`src/rtl/irqc_pkg.sv`:
```
package irqc_pkg;
    localparam int unsigned SRC_COUNT = 32;
    localparam int unsigned ADDR_BITS = 4;
    // register word offsets
    localparam int unsigned OFS_PEND  = 0;
    localparam int unsigned OFS_ENA   = 2;
    localparam int unsigned OFS_URG   = 3;
    localparam int unsigned OFS_POL   = 4;
    localparam int unsigned OFS_SENSE = 5;
    localparam int unsigned OFS_MASK  = 6;
endpackage

```
`src/rtl/irqc_sync.sv`:
```
module irqc_sync #(
    parameter int W      = 32,
    parameter int STAGES = 2
) (
    input  logic         clk,
    input  logic         rst_n,
    input  logic [W-1:0] async_i,
    output logic [W-1:0] sync_o
);
    logic [STAGES-1:0][W-1:0] chain_d, chain_q;

    always_comb begin
        chain_d[0] = async_i;
        for (int s = 1; s < STAGES; s++) begin
            chain_d[s] = chain_q[s-1];
        end
    end

    always_ff @(posedge clk or negedge rst_n) begin
        if (!rst_n) chain_q <= '0;
        else        chain_q <= chain_d;
    end

    assign sync_o = chain_q[STAGES-1];
endmodule

```
`src/rtl/irqc_detect.sv`:
```
module irqc_detect #(
    parameter int W = 32
) (
    input  logic         clk,
    input  logic         rst_n,
    input  logic [W-1:0] line_i,
    input  logic [W-1:0] pol_i,
    input  logic [W-1:0] sense_i,
    output logic [W-1:0] event_o
);
    logic [W-1:0] prev_d, prev_q;
    logic [W-1:0] active, edge_hit;

    always_comb begin
        prev_d   = line_i;
        active   = ~(line_i ^ pol_i);
        edge_hit = (line_i ^ prev_q) & active;
        event_o  = (sense_i & edge_hit) | (~sense_i & active);
    end

    always_ff @(posedge clk or negedge rst_n) begin
        if (!rst_n) prev_q <= '0;
        else        prev_q <= prev_d;
    end

    // an edge-sensed source never fires while its line holds still
    a_r4_edge_needs_change: assert property (@(posedge clk) disable iff (!rst_n)
        ((event_o & sense_i & ~(line_i ^ prev_q)) == '0));
endmodule

```
`src/rtl/irqc_top.sv`:
```
module irqc_top
    import irqc_pkg::*;
#(
    parameter int NSRC = SRC_COUNT,
    parameter int AW   = ADDR_BITS
) (
    input  logic            clk,
    input  logic            rst_n,
    input  logic [NSRC-1:0] src_i,
    input  logic [AW-1:0]   reg_addr_i,
    input  logic            reg_we_i,
    input  logic [NSRC-1:0] reg_wdata_i,
    output logic [NSRC-1:0] reg_rdata_o,
    output logic            irq_noncrit_o,
    output logic            irq_crit_o
);
    localparam int TOP = NSRC - 1;

    typedef struct packed {
        logic [NSRC-1:0] pend;
        logic [NSRC-1:0] ena;
        logic [NSRC-1:0] urg;
        logic [NSRC-1:0] pol;
        logic [NSRC-1:0] sense;
        logic            out_nc;
        logic            out_cr;
    } state_t;

    state_t st_d, st_q;
    logic [NSRC-1:0] raw_mapped, line_s, ev, clr, masked;
    logic sel_pend, sel_ena, sel_urg, sel_pol, sel_sense, sel_mask;

    // source n lives at bit TOP-n
    for (genvar n = 0; n < NSRC; n++) begin : g_map
        assign raw_mapped[TOP-n] = src_i[n];
    end

    irqc_sync #(.W(NSRC), .STAGES(2)) u_sync (
        .clk(clk), .rst_n(rst_n), .async_i(raw_mapped), .sync_o(line_s)
    );

    irqc_detect #(.W(NSRC)) u_det (
        .clk(clk), .rst_n(rst_n), .line_i(line_s),
        .pol_i(st_q.pol), .sense_i(st_q.sense), .event_o(ev)
    );

    always_comb begin
        sel_pend  = reg_addr_i == AW'(OFS_PEND);
        sel_ena   = reg_addr_i == AW'(OFS_ENA);
        sel_urg   = reg_addr_i == AW'(OFS_URG);
        sel_pol   = reg_addr_i == AW'(OFS_POL);
        sel_sense = reg_addr_i == AW'(OFS_SENSE);
        sel_mask  = reg_addr_i == AW'(OFS_MASK);
    end

    always_comb begin
        st_d   = st_q;
        masked = st_q.pend & st_q.ena;
        clr    = (reg_we_i && sel_pend) ? reg_wdata_i : '0;
        st_d.pend = (st_q.pend & ~clr) | ev;
        if (reg_we_i) begin
            if (sel_ena)   st_d.ena   = reg_wdata_i;
            if (sel_urg)   st_d.urg   = reg_wdata_i;
            if (sel_pol)   st_d.pol   = reg_wdata_i;
            if (sel_sense) st_d.sense = reg_wdata_i;
        end
        st_d.out_cr = |(masked & st_q.urg);
        st_d.out_nc = |(masked & ~st_q.urg);
    end

    always_ff @(posedge clk or negedge rst_n) begin
        if (!rst_n) st_q <= '0;
        else        st_q <= st_d;
    end

    always_comb begin
        reg_rdata_o = '0;
        if (sel_pend)  reg_rdata_o = st_q.pend;
        if (sel_ena)   reg_rdata_o = st_q.ena;
        if (sel_urg)   reg_rdata_o = st_q.urg;
        if (sel_pol)   reg_rdata_o = st_q.pol;
        if (sel_sense) reg_rdata_o = st_q.sense;
        if (sel_mask)  reg_rdata_o = st_q.pend & st_q.ena;
    end

    assign irq_crit_o    = st_q.out_cr;
    assign irq_noncrit_o = st_q.out_nc;

    // urgent request follows an enabled, urgent-routed pending bit
    a_r7_urgent_follows: assert property (@(posedge clk) disable iff (!rst_n)
        (|(st_q.pend & st_q.ena & st_q.urg)) |=> irq_crit_o);
    a_r7_normal_follows: assert property (@(posedge clk) disable iff (!rst_n)
        (|(st_q.pend & st_q.ena & ~st_q.urg)) |=> irq_noncrit_o);
    a_r7_quiet: assert property (@(posedge clk) disable iff (!rst_n)
        ((st_q.pend & st_q.ena) == '0) |=> (!irq_crit_o && !irq_noncrit_o));
    // any detected event is pending on the next cycle, clear or not
    a_r8_event_wins: assert property (@(posedge clk) disable iff (!rst_n)
        1'b1 |=> ((st_q.pend & $past(ev)) == $past(ev)));
    // written ones without a competing event are gone next cycle
    a_r3_clear: assert property (@(posedge clk) disable iff (!rst_n)
        (reg_we_i && sel_pend) |=> ((st_q.pend & $past(reg_wdata_i & ~ev)) == '0));
    // unmapped offsets read zero
    a_r9_hole_reads_zero: assert property (@(posedge clk) disable iff (!rst_n)
        !(sel_pend || sel_ena || sel_urg || sel_pol || sel_sense || sel_mask)
        |-> (reg_rdata_o == '0));
endmodule

```
`config.mk`:
```
export PLATFORM = sky130hd
export DESIGN_NAME = irqc_top
export DESIGN_NICKNAME = d
export VERILOG_FILES = /design/src/rtl/irqc_pkg.sv /design/src/rtl/irqc_sync.sv /design/src/rtl/irqc_detect.sv /design/src/rtl/irqc_top.sv
export SDC_FILE = /design/constraint.sdc
export NUM_CORES = 1
export LEC_CHECK = 0
export BUFFER_PORTS_ARGS = -buffer_cell sky130_fd_sc_hd__buf_2
export CAP_MARGIN = 20
export CELL_PAD_IN_SITES_DETAIL_PLACEMENT = 1
export CELL_PAD_IN_SITES_GLOBAL_PLACEMENT = 1
export CORE_MARGIN = 4
export CORE_UTILIZATION = 43
export DETAILED_ROUTE_END_ITERATION = 16
export GPL_ROUTABILITY_DRIVEN = 0
export GPL_TIMING_DRIVEN = 0
export PLACE_DENSITY_LB_ADDON = 0.1
export SYNTH_ARGS = -nofsm -noshare
export SYNTH_HDL_FRONTEND = slang
export SYNTH_SLANG_ARGS = --single-unit
```
`constraint.sdc`:
```
create_clock -name clk -period 2.65 [get_ports clk]
set_input_delay 0.6625 -clock clk [delete_from_list [all_inputs] [get_ports clk]]
set_output_delay 0.6625 -clock clk [all_outputs]
set_load 0.01 [all_outputs]
```
==> results.md <==
- Setup repair after global routing missed its margin: yes
- DR top layer: met5
- Sequential area share after synthesis: 0.5928
- Lkg Pwr: 0.006190 uW
- Die W: 167.1 um
- Drt first pass iters: 5
- Metal3 WL: 1433 um
- Worst hold path class: primary input to asynchronous set/reset pin
- WL met1: 15380 um
- Grt ovf: 0
- WP data required: 1.99 ns
- CTS root buf: clkbuf_16
- Layout cells sized above 1: 0.3976
- Initial Util: 0.4426
- Worst-path clk slew: 0.06 ns
- Insertion delay to the later sink of the worst-skew pair: 0.55 ns
- Die ar.: 27940 um^2
- Initial DRC count: 533
- Syn Area/Cell: 12.20 um^2
- Hold slack: 0.07451 ns
- Most common cell after layout, fill and taps aside: dfrtp_1
- Worst Slack Setup Final: -0.1351 ns
- Nets: 1127
- Port Buffer Count: 103
- Post-synthesis mux area share: 0.1629
- CP Class: primary input to primary output
- F_max: 359.1 MHz
- First-pass GRT wire length: 51540 um
- HPWL after detailed placement: 21270 um
- Initial antenna violation count: 1
- Syn nets: 964
- Failing checks: negative setup slack
- H-Tree Depth: 1
- Peak VDD IR: 636.4 uV
- Clk_skew: 0.01110 ns
- Setup violators final: 31
- Synth area leaders: dfrtp_1, mux2_2, nand3_1
- Status: finished with violations
- Gr usage total: 0.2342
- DR vias: 8203
- DR WL met2: 16400 um
- DRC violations left: 0
- Period utilization: 1.051
- Netlist cell types: 29
- CP startpoint: reg_addr_i[1]
- I/O Pins: 105
- Critical path capture point type: primary output
- Area leader, netlist: dfrtp_1
- Rows: 57
- CTS tree: yes
- Synth Area in XOR/XNOR: 0
- CTS Sinks: 258
- Combinational family with the most area after synthesis: multiplexers
- Max Slew Vio Count: 0
- Cts-stage hold buffer count: 0
- Antenna violation net count after detailed routing: 0
- Synth Area in Simple Gates: 0.1251
- Yosys reg bits: 258
- Reg2Reg Depth: 4
- WL per Instance: 24.36 um
- CTS Buf Count: 29
- Cells after synthesis: 893
- CP startpoint kind: primary input
- Cell area after synthesis: 10890 um^2
- Synth Area in Compound Gates: 0.1014
- Core area: 24600 um^2
- Total Power: 11080 uW
- Clock buffer depth: 3
- P&R area growth vs syn: 31.04%
- Pin count of the biggest net entering global routing: 97
- Vias in the first global route: 8727
- Worst reg2reg path startpoint: st_q[131]
- Yosys synthesis warning count: 0
- Final Critical Period: 2.785 ns
- Die height: 167.1 um
- N_diodes: 0
- CP Data Arrival Time: 2.12 ns
- Pwr dens: 776.7 nW/um^2
- Final hold vios: 0
- Max Cap Viol: 0
- Yosys top cell area share: 0.5928
- Most frequent cells in the layout: dfrtp_1, mux2_2, buf_2
- WL final: 34180 um
- CP Max Fanout: 6
- Post-DR vias/cell: 5.847
- Max_slew headroom: 0.4859
- Adder-Cell Fraction of Synth Area: 0
- Worst slew pin tran: 0.7711 ns
## layer usage
metal  global-route usage  vias up
li1                     -     3658
met5                    0        -
met4              0.07728        2
met2               0.3781      193
met1               0.3280     4279
met3              0.03583       71
## cell type report
type | count | area (um^2)
clock buffer | 41 | 870.8
multi-input combinational | 591 | 4937
buffer | 43 | 544.3
timing repair buffer | 133 | 929.6
tap | 324 | 405.4
fill | 2457 | 10330
clock inverter | 13 | 127.6
sequential | 258 | 6456
## stage by stage
stage          cell area [um^2]    util  setup TNS, ns  std cells  setup slack (ns)
2_1_floorplan             10890       -       -0.05542        893         -0.002774
3_3_place_gp              11810  0.4800       -1031.72       1320            -3.915
3_5_place_dp              11880  0.4827         -30.40       1322           -0.9988
4_1_cts                   13800  0.5609         -1.161       1389           -0.1011
5_1_grt                   14270  0.5800         -3.915       1403           -0.1807
6_report                  14270  0.5800         -2.123       1403           -0.1351
## what timing repair did
action	CTS	global route
pin swaps	37	19
cloned	4	5
setup endpoints to repair	32	32
gates resized for setup	152	64
setup buffers	10	11
## critical path, stage by stage
cell and delay (ns):
buf_8 0.11, buf_8 0.12, nor4b_4 0.25, buf_6 0.22
clkbuf_16 0.18, o2bb2ai_1 0.12, a211oi_1 0.08, o22ai_2 0.21
buf_2 0.17
## state kept, by name (all words and copies together), names as in the netlist
signal	cells
irq_crit_o	1
irq_noncrit_o	1
st_q	160
u_det.prev_q	32
u_sync.sync_o	32
u_sync.chain_d	32
## final timing paths
kind,to,slack [ns]
min in group clk,u_sync.chain_d[33],0.21
max in group asynchronous,irq_noncrit_o,1.69
worst min-delay path,st_q[140],0.07
worst max-delay path,reg_rdata_o[20],-0.14
worst min register to register,u_sync.sync_o[8],0.35
worst max register to register,irq_noncrit_o,1.07
## report_power, final
group          switching (uW)  internal, uW
Clock                    1650          2480
Sequential                638          4490
Combinational             911           916
## logic make-up after synthesis
family | count (synthesis)
compound gates | 145
simple gates | 285
mux | 161
buf+inv | 44
flops | 258
## synth_stat cells
master,instances
nand4_1,10
nand3b_1,2
mux2i_1,31
a22oi_1,2
nor4b_2,1
dfrtp_1,258
or4_1,1
nor4_2,1
a21o_1,1
o22ai_1,45
buf_4,3
a211oi_1,29
mux2_2,130
nand3_1,96
o311ai_0,32
and3b_1,1
a21oi_1,2
nor2b_1,33
clkbuf_1,28
o2bb2ai_1,29
nor4_1,6
buf_2,13
o221ai_1,1
nor2_1,31
nor3b_2,1
a31oi_1,2
nand2_1,101
or3b_1,1
a22o_1,2
No activity file was read; power rests on OpenSTA's default activity.
